$ cat src/rtl/enc_front.sv
module enc_front #(
  parameter int NCH = 3,
  parameter int PW  = 6
) (
  input  logic           clk,
  input  logic           rst_n,
  input  logic           ctl_en,
  input  logic           flt_bypass,
  input  logic [2:0]     div_sel,
  input  logic [NCH-1:0] ch_en,
  input  logic [NCH-1:0] ch_inv,
  input  logic [NCH-1:0] enc_in,
  output logic [NCH-1:0] lvl_out,
  output logic           idx_rise
);
  localparam int ZI = NCH - 1;

  logic [NCH-1:0] s1, s2, cond, flt;
  logic [NCH-1:0][1:0] hist;
  logic [PW-1:0] pcnt, pmask;
  logic tick, z_prev;

  always_ff @(posedge clk or negedge rst_n)
    if (!rst_n) begin
      s1 <= '0;
      s2 <= '0;
    end else begin
      s1 <= enc_in;
      s2 <= s1;
    end

  assign cond = ch_en & (s2 ^ ch_inv);

  always_comb
    case (div_sel)
      3'd0:    pmask = PW'(0);
      3'd1:    pmask = PW'(1);
      3'd2:    pmask = PW'(3);
      3'd3:    pmask = PW'(15);
      3'd4:    pmask = PW'(31);
      default: pmask = PW'(63);
    endcase

  always_ff @(posedge clk or negedge rst_n)
    if (!rst_n) pcnt <= '0;
    else        pcnt <= pcnt + 1'b1;

  assign tick = ((pcnt & pmask) == pmask);

  for (genvar g = 0; g < NCH; g++) begin : g_flt
    always_ff @(posedge clk or negedge rst_n)
      if (!rst_n) begin
        hist[g] <= '0;
        flt[g]  <= 1'b0;
      end else if (!ctl_en) begin
        hist[g] <= '0;
        flt[g]  <= 1'b0;
      end else if (tick) begin
        hist[g] <= {hist[g][0], cond[g]};
        if (hist[g][1] == cond[g] && hist[g][0] == cond[g])
          flt[g] <= cond[g];
      end
  end

  assign lvl_out = ctl_en ? (flt_bypass ? cond : flt) : '0;

  always_ff @(posedge clk or negedge rst_n)
    if (!rst_n) z_prev <= 1'b0;
    else        z_prev <= lvl_out[ZI];

  assign idx_rise = lvl_out[ZI] & ~z_prev;

  a_r8_pulse_single: assert property (@(posedge clk) disable iff (!rst_n)
    idx_rise |=> !idx_rise);

  a_r8_rise_high: assert property (@(posedge clk) disable iff (!rst_n)
    idx_rise |-> lvl_out[ZI]);

  a_r5_hold_between_ticks: assert property (@(posedge clk) disable iff (!rst_n)
    (ctl_en && !tick) |=> $stable(flt));

  a_r3_disabled_low: assert property (@(posedge clk) disable iff (!rst_n)
    (ctl_en && flt_bypass) |-> ((lvl_out & ~ch_en) == '0));

  a_r9_off_clears: assert property (@(posedge clk) disable iff (!rst_n)
    !ctl_en |=> (flt == '0 && hist == '0));
endmodule

$ cat config.mk
export PLATFORM = sky130hd
export DESIGN_NAME = enc_front
export DESIGN_NICKNAME = d
export VERILOG_FILES = /design/src/rtl/enc_front.sv
export SDC_FILE = /design/constraint.sdc
export NUM_CORES = 1
export LEC_CHECK = 0
export BUFFER_PORTS_ARGS = -buffer_cell sky130_fd_sc_hd__buf_2
export CAP_MARGIN = 20
export CORE_MARGIN = 5
export CORE_UTILIZATION = 35
export DETAILED_ROUTE_END_ITERATION = 7
export PLACE_DENSITY = 0.6
export REMOVE_ABC_BUFFERS = 1
export SETUP_SLACK_MARGIN = 0.05
export SYNTH_ARGS = -nofsm -noshare
export SYNTH_HDL_FRONTEND = slang
export SYNTH_SLANG_ARGS = --single-unit
$ cat constraint.sdc
create_clock -name clk -period 1.7 [get_ports clk]
set_input_delay 0.255 -clock clk [delete_from_list [all_inputs] [get_ports clk]]
set_output_delay 0.255 -clock clk [all_outputs]
set_load 0.02 [all_outputs]
Word level (Yosys, flattened, before mapping)
Cells that the tools add are included.
- output and inout port bits: 4
- logic and storage cells: 56
- bits in registers: 22
- input bits: 16
- equal/unequal tests: 15
- bitwise gates (word level): 5
- add/sub/neg operators: 1
- reductions and logical operators: 7
- multiplexer cells: 18
- operator list (operator ; count):
    6-bit case mux with 5 select lines ; 1
    2-bit two-way mux ; 6
    1-bit two-way mux ; 9
    2-bit by 1-bit inequality test with 1-bit output, second input constant ; 4
    6-bit by 1-bit adder with 6-bit output, second input constant ; 1
    6-bit AND ; 1
    1-bit equality test ; 6
    3-bit by 2-bit equality test with 1-bit output, second input constant ; 2
    6-bit equality test ; 1
    3-bit two-way mux ; 2
    2-bit AND reduction ; 3
    3-bit AND ; 1
    3-bit by 1-bit equality test with 1-bit output, second input constant ; 1
    3-bit equality test, second input constant ; 1
    1-bit logical AND ; 3
    3-bit logical NOT ; 1
    3-bit bitwise XOR ; 1
    1-bit AND ; 1
    1-bit NOT ; 1

Depth between registers and ports, before layout
Gate-level depths: netlist of the first run.
- depth in word-level cells: 7
- depth in mapped cells: 5
- depth with buffers taken out: 4

Worst setup path before layout of the first run
No wires, ideal clock.
- path kind: reg2out
- from: reg s2[2]
- to: out idx_rise
- path buffers: 0
- arrival time: 1.193 ns
- slack: 0.252 ns
- data required time: 1.445 ns
- cell stages (with the launch flop): 5
- cell sequence: dfrtp_1 > xor2_1 > and2_1 > mux2i_1 > nor3_1
- cells in the longest elaborated chain, start to end: 5
- ends and longest elaborated chain (item ; RTL line ; source):
    start: declaration ; 18 ; logic [NCH-1:0] s1, s2, cond, flt;
    start signal: assignment ; 26 ; s2 <= '0;
    start signal: assignment ; 29 ; s2 <= s1;
    3-bit bitwise XOR ; 32 ; assign cond = ch_en & (s2 ^ ch_inv);
    3-bit AND ; 32 ;
    3-bit two-way mux (2 in series) ; 65 ; assign lvl_out = ctl_en ? (flt_bypass ? cond : flt) : '0;
    1-bit AND ; 71 ; assign idx_rise = lvl_out[ZI] & ~z_prev;
    end: declaration ; 14 ; output logic idx_rise
Every way passes these cells.

Worst setup path in the final report of the first run
- from: reg s2[2]
- to: out lvl_out[2]
- cells in the longest elaborated chain, start to end: 4
- ends and longest elaborated chain (item ; RTL line ; source):
    3-bit bitwise XOR ; 32 ;
    3-bit AND ; 32 ;
    3-bit two-way mux (2 in series) ; 65 ;
    end: declaration ; 13 ; output logic [NCH-1:0] lvl_out,
Every way passes these cells.

==> key figures, run 1 <==
Global route
  • Tot GR Track Use: 10.49%
  • Global-route wire length before repair: 3408 microns
  • GRT Residual Overflow: 0
  • Initial antenna violation count: 0
  • Vias in the first global route: 825
  • Pin count of the biggest net entering global routing: 23

Pwr
  • Total power: 0.9253 mW
  • Sw Share: 23.15%
  • Pint: 0.7110 mW
  • Pwr dens: 768.7 nW/um^2
  • Reg power frac: 58.2%
  • Standby leakage power: 0.5273 nW
  • VDD IR-drop max: 0.0004392 V
  • P_sw: 0.2142 mW
  • Combinational share of power: 11.4%
  • Power share of the clock group: 30.4%

Critical path
  • CP Launch Type: flop
  • WS Path Type: flop to output pin
  • R2R depth: 4
  • CP Launch Point: s2[2]$_DFF_PN0_
  • FF-to-FF Start: pcnt[5]$_DFF_PN0_
  • Critical path arrival: 1.44 ns
  • Crit. End Element: output pin
  • Reg-to-reg slack, setup: 0.22 ns
  • Crit Path Max Fanout: 2
  • Worst Setup EP: lvl_out[2]
  • Worst path required time: 1.44 ns
  • Critical R2R Capture: flt[1]$_DFFE_PN0P_

Logic synthesis
  • Cell count after synthesis: 88
  • Top cell type's share of synthesized area: 56.05%
  • Sequential share of the synthesized area: 56.05%
  • Mapped Area: 982.2 sq um
  • Synth area leaders: dfrtp_1, o21ai_0, xor2_1
  • Count of cell types in the netlist: 24
  • Syn avg cell area: 11.16 sq um
  • Yosys warns: 0
  • #FFs+latches synth: 22
  • Leading area contributor after synthesis: dfrtp_1

Floorplanning
  • Starting Density: 35.93%
  • Die footprint: 3966 sq um
  • Row cnt: 19
  • Die H: 62.98 microns
  • Num ports: 20
  • Core area: 2734 sq um
  • Die Wd: 62.98 microns

Timing
  • Final worst-path cycle share: 99.89%
  • Hold Fails Final Rpt: 0
  • Slew HR: 67.09%
  • RSZ-0062 raised after global routing: true
  • Highest clock rate: 588.9 MHz
  • Max Transition Viols Final: 0
  • Layout Skew: 0.01250 ns
  • Setup-failing EPs final: 0
  • Fin crit period: 1.698 ns
  • Slew @ Worst Pin: 0.4936 ns

Layout
  • Final Instance Count excl. Fillers: 145
  • N_diodes: 0
  • Layout area overhead: 22.55%
  • Ratio of cells with drive above 1 in the final layout: 31.58%
  • Final #Nets: 132

Clock network
  • # H-tree levels: 1
  • Skew-Pair Late Insertion Delay: 0.31 ns
  • Clk buf depth: 2
  • Clk sinks: 22
  • Inserted Clock Buffers: 3
  • Root Driver: clkbuf_4
  • CTS tree: done
  • Clock transition at path regs: 0.12 ns

Place
  • Post-DP HPWL: 1327 microns
  • Placed Cells: 138
  • Final RePlAce weighted congestion: 0.7141
  • PortBufs: 19

Routing
  • WL met1: 786 microns
  • Routed Antenna Nets: 0
  • Via count of the routed design: 787
  • Met3 routed WL: 125 microns
  • DR WL/cell: 12.99 microns
  • DRT Wirelength: 1884 microns
  • Drt first pass iters: 4
  • Drt via density: 5.428
  • WL met2: 930 microns
  • DR top layer: met4
  • DRT iter0 DRCs: 53
  • DRC Markers: 0

Worst hold path
  • Hold Crit Class: input pin to flop

Status
  • Status: finished clean

Flow run
  • Max Cap Viol: 0
## synthesized netlist by cell type
master and number:
dfrtp_1 22, o21ai_0 9, nand3_1 7, a21oi_1 6, nor2_1 6, xor2_1 5
and2_1 4, nor3_1 4, a211oi_1 3, a41oi_1 3, mux2i_1 3, nand2_1 3
xnor2_1 2, buf_2 1, clkinv_1 1, ha_1 1, inv_1 1, nand2b_1 1
nand3_2 1, o21ba_2 1, o221a_2 1, o221ai_1 1, o31a_2 1, o31ai_4 1
## sequential cells by signal (all words and copies together) (netlist names)
name,flops
pcnt,6
hist,6
s2,3
flt,3
z_prev,1
s1,3
## cell families after synthesis
family                     count (synthesis)  synth area share, %
AOI/OAI and AO/OA                         26                18.85
xor gates and xnor gates                   7                6.242
adders and majority gates                  1                1.274
buffers and inverters                      3                1.273
DFF                                       22                56.05
muxes                                      3                3.057
and+or+nand+nor                           26                13.25
## layer usage
layer  GRT usage, %  vias up
li1               -      373
met1          12.12      372
met2          17.44       35
met3          2.878        7
met4          5.570        0
met5              0        -
## cell type report
type                       instances  area (sq um)
multi-input combinational         63         435.4
tap                               31         38.79
clock buffer                       4         36.28
inverter                           2         7.507
timing repair buffer              23         135.1
sequential                        22         550.5
fill                             274          1530
## cell usage in the layout (no fill, tap or decap), types with 2 or more instances in the layout
cell type and n:
nor3_1 3, buf_2 16, a21oi_1 6, nand3_1 7
xor2_1 5, clkbuf_4 3, nor2_1 6, nand2_1 3
mux2i_1 2, and2_4 3, o21ai_0 9, buf_4 6
dfrtp_1 22, a41oi_1 3, xnor2_1 2, a211oi_1 3
## repair_timing
action,CTS,global route
setup buffers,2,0
resized for setup,3,5
hold buffers,1,0
endpoints found under the setup margin,3,6
pin swaps,2,6
endpoints found under the hold margin,22,0
## power groups by stage
stage	clock network, mW	registers [mW]	logic (mW)
after detailed placement	0	0.548	0.0919
after CTS	0.292	0.538	0.102
after floorplan	0	0.547	0.0456
final	0.282	0.538	0.105
after global placement	0	0.548	0.0905
after global routing	0.313	0.540	0.119
## worst max-delay path, cell delays in order (launching register included)
cell     delay [ns]
dfrtp_1        0.39
xor2_1         0.15
and2_4         0.16
mux2i_2        0.18
nor2_1         0.09
buf_4          0.16
## per-stage QoR
stage / util, % / cell area (sq um) / setup slack (ns) / setup TNS (ns) / hold slack [ns]
after detailed placement: 40.92 / 1119 / 0.2234 / 0 / 0.2459
after CTS: 43.43 / 1187 / 0.02817 / 0 / 0.03454
final: 44.03 / 1204 / 0.001841 / 0 / 0.04193
after floorplan: - / 977.2 / 0.2521 / 0 / -0.04059
after global placement: 40.92 / 1119 / 0.3007 / 0 / 0.2461
after global routing: 44.03 / 1204 / -0.05711 / -0.1189 / 0.02545
## how the worst min path moves through the flow
stage               startpoint            endpoint  slack (ns)  cells past startpoint
floorplan                rst_n  flt[0]$_DFFE_PN0P_       -0.04                      0
global placement         rst_n    z_prev$_DFF_PN0_        0.25                      1
detailed placement       rst_n    z_prev$_DFF_PN0_        0.25                      1
CTS                  enc_in[2]     s1[2]$_DFF_PN0_        0.03                      1
global route         enc_in[2]     s1[2]$_DFF_PN0_        0.03                      1
finish               enc_in[2]     s1[2]$_DFF_PN0_        0.04                      1
No activity file was read; power rests on OpenSTA's default activity.
==> run 2, diff against run 1 <==
==> constraint.sdc (replaced) <==
create_clock -name clk -period 1.9 [get_ports clk]
set_input_delay 0.285 -clock clk [delete_from_list [all_inputs] [get_ports clk]]
set_output_delay 0.285 -clock clk [all_outputs]
set_load 0.02 [all_outputs]
==> run 2 against run 1 <==
Hold slack improved by 0.033 ns. Combinational power decreased by 23%. Register-to-register slack improved by 0.16 ns. Flip-flop and latch count unchanged. Sequential share of layout area increased by 1.7 points. Non-clock buffer count decreased by 3. Clock skew decreased by 0.010 ns. Total power decreased by 12%. Sequential power decreased by 10%. Critical path type unchanged. Largest power group unchanged. Highest routed layer unchanged.
==> key figures, run 2 (synthesized netlist as in run 1, its figures left out) <==
Routing
  • DRT iter0 DRCs: 9 (-83%)
  • DRT Wirelength: 1793 microns (-4.8%)
  • Routed Antenna Nets: 0 (unchanged)
  • Drt via density: 5.415 (-0.22%)
  • Drt first pass iters: 4 (unchanged)
  • DRC Markers: 0 (unchanged)
  • Via count of the routed design: 769 (-2.3%)
  • DR WL/cell: 12.63 microns (-2.8%)

Clock network
  • Clk sinks: 22 (unchanged)
  • CTS tree: done
  • Skew-Pair Late Insertion Delay: 0.30 ns (about the same)
  • Clk buf depth: 2 (unchanged)
  • Clock transition at path regs: 0.11 ns (about the same)
  • Setup repair bufs after CTS: 0 (-2)
  • # H-tree levels: 1 (unchanged)
  • Root Driver: clkbuf_4
  • Inserted Clock Buffers: 3 (unchanged)

Timing
  • RSZ-0062 raised after global routing: false
  • Slew HR: 68.52% (+1.4 points)
  • Slew @ Worst Pin: 0.4722 ns (-0.02136 ns)
  • Hold Fails Final Rpt: 0 (unchanged)
  • Fin worst setup slack: 0.2079 ns (+0.2061 ns)
  • Setup-failing EPs final: 0 (unchanged)
  • Layout Skew: 0.002497 ns (-0.01000 ns)
  • Fin crit period: 1.692 ns
  • Max Transition Viols Final: 0 (unchanged)
  • Final worst-path cycle share: 89.06%
  • Highest clock rate: 591.0 MHz
  • Final TNS setup: 0 ns (unchanged)

Pwr
  • Pwr dens: 701.2 nW/um^2 (-8.8%)
  • VDD IR-drop max: 0.0003268 V (-26%)
  • Standby leakage power: 0.5122 nW (-2.9%)

Floorplanning
  • Core area: 2734 sq um (unchanged)
  • Die H: 62.98 microns (unchanged)
  • Row cnt: 19 (unchanged)
  • Die Wd: 62.98 microns (unchanged)
  • Num ports: 20 (unchanged)
  • Die footprint: 3966 sq um (unchanged)
  • Starting Density: 35.93% (unchanged)

Layout
  • N_diodes: 0 (unchanged)
  • Post-route cell area: 1160 sq um (-3.6%)
  • Most frequent cells in the layout: dfrtp_1, buf_2, o21ai_0, nand3_1
  • Biggest regs: hist: 6 flops, pcnt: 6 flops
  • Ratio of cells with drive above 1 in the final layout: 26.13% (-5.5 points)
  • Fillers: 276 (+0.73%)
  • Commonest non-fill, non-tap cell in the layout: dfrtp_1
  • Final Instance Count excl. Fillers: 142 (-2.1%)
  • Layout area overhead: 18.09%
  • Final #Nets: 129 (-2.3%)

Place
  • Placed Cells: 137 (-0.72%)
  • PortBufs: 19 (unchanged)
  • Final RePlAce weighted congestion: 0.7261 (+1.7%)
  • Placed cell area: 1111 sq um (-0.67%)
  • Post-DP HPWL: 1343 microns (+1.2%)
  • Place WS: 0.4003 ns (+0.1769 ns)

Flow run
  • Max Cap Viol: 0 (unchanged)

Global route
  • Vias in the first global route: 776 (-5.9%)
  • Tot GR Track Use: 10.45% (-0.041 points)
  • Pin count of the biggest net entering global routing: 23 (unchanged)
  • Global-route wire length before repair: 3346 microns (-1.8%)
  • Initial antenna violation count: 0 (unchanged)
  • GRT Residual Overflow: 0 (unchanged)

Worst hold path
  • Hold Crit Class: input pin to flop

Critical path
  • Max stage delay on crit path: 0.39 ns (about the same)
  • CP Launch Type: flop
  • Crit. End Element: output pin
  • CP cell instances: xor2_1, and2_4, mux2i_1, nor2_1, buf_2
  • WS Path Type: flop to output pin
  • Critical path arrival: 1.41 ns (-0.03 ns)
  • Slowest cell on the critical path: dfrtp_1
  • Reg-to-reg slack, setup: 0.38 ns (+0.16 ns)
  • Worst path required time: 1.62 ns (+0.18 ns)
  • Crit Path Max Fanout: 4 (+2)

Status
  • Status: finished clean
run 2: cell types whose count changed in the layout (fill, tap and decap cells not counted), sizes merged:
cell	change
buf	-3
run 2: metrics by stage:
stage          utilization, %  power, mW  hold slack [ns]
5_1_grt                 42.43     0.8581          0.04679
3_5_place_dp            40.64     0.5705           0.2761
2_1_floorplan               -     0.5306         -0.01059
6_report                42.43     0.8133          0.07486
3_3_place_gp            40.64     0.5694           0.2718
4_1_cts                 42.33     0.8309          0.05782
run 2: critical path: cells and delay by family (launching register included):
family | cells | cell delay (ns)
buf+inv | 1 | 0.16
xor+xnor | 1 | 0.13
flops | 1 | 0.39
simple gates | 2 | 0.25
mux | 1 | 0.17
run 2: final cells by class:
cell class | count | area, sq um | area share [%]
clock buffers | 4 | 36.28 | 3.128
repair buffers | 20 | 105.1 | 9.062
multi-input cells | 63 | 421.7 | 36.35
flip-flops and latches | 22 | 550.5 | 47.47
well taps | 31 | 38.79 | 3.344
inverters | 2 | 7.507 | 0.6473
run 2: final timing paths:
check / endpoint / cells past startpoint / startpoint
setup reg to reg: flt[2]$_DFFE_PN0P_ / 4 / pcnt[2]$_DFF_PN0_
hold reg to reg: s2[1]$_DFF_PN0_ / 0 / s1[1]$_DFF_PN0_
setup / recovery: lvl_out[2] / 5 / s2[2]$_DFF_PN0_
min in group asynchronous: flt[1]$_DFFE_PN0P_ / 2 / rst_n
hold / removal: s1[2]$_DFF_PN0_ / 1 / enc_in[2]
max in group asynchronous: pcnt[0]$_DFF_PN0_ / 2 / rst_n
run 2: metal layers:
layer | global-route usage (%) | part of all wire (%)
met1 | 12.67 | 44
met2 | 16.54 | 49
met3 | 2.518 | 4.5
met4 | 6.366 | 3.1
met5 | 0 | 0
run 2: power breakdown:
group,switching [mW],internal (mW)
logic,0.0481,0.0328
registers,0.00428,0.477
clock network,0.134,0.117
run 2: what timing repair did:
item,4_1_cts,5_1_grt
hold endpoints to repair,22,0
hold buffers,1,0
setup endpoints to repair,0,2
resized for setup,0,1
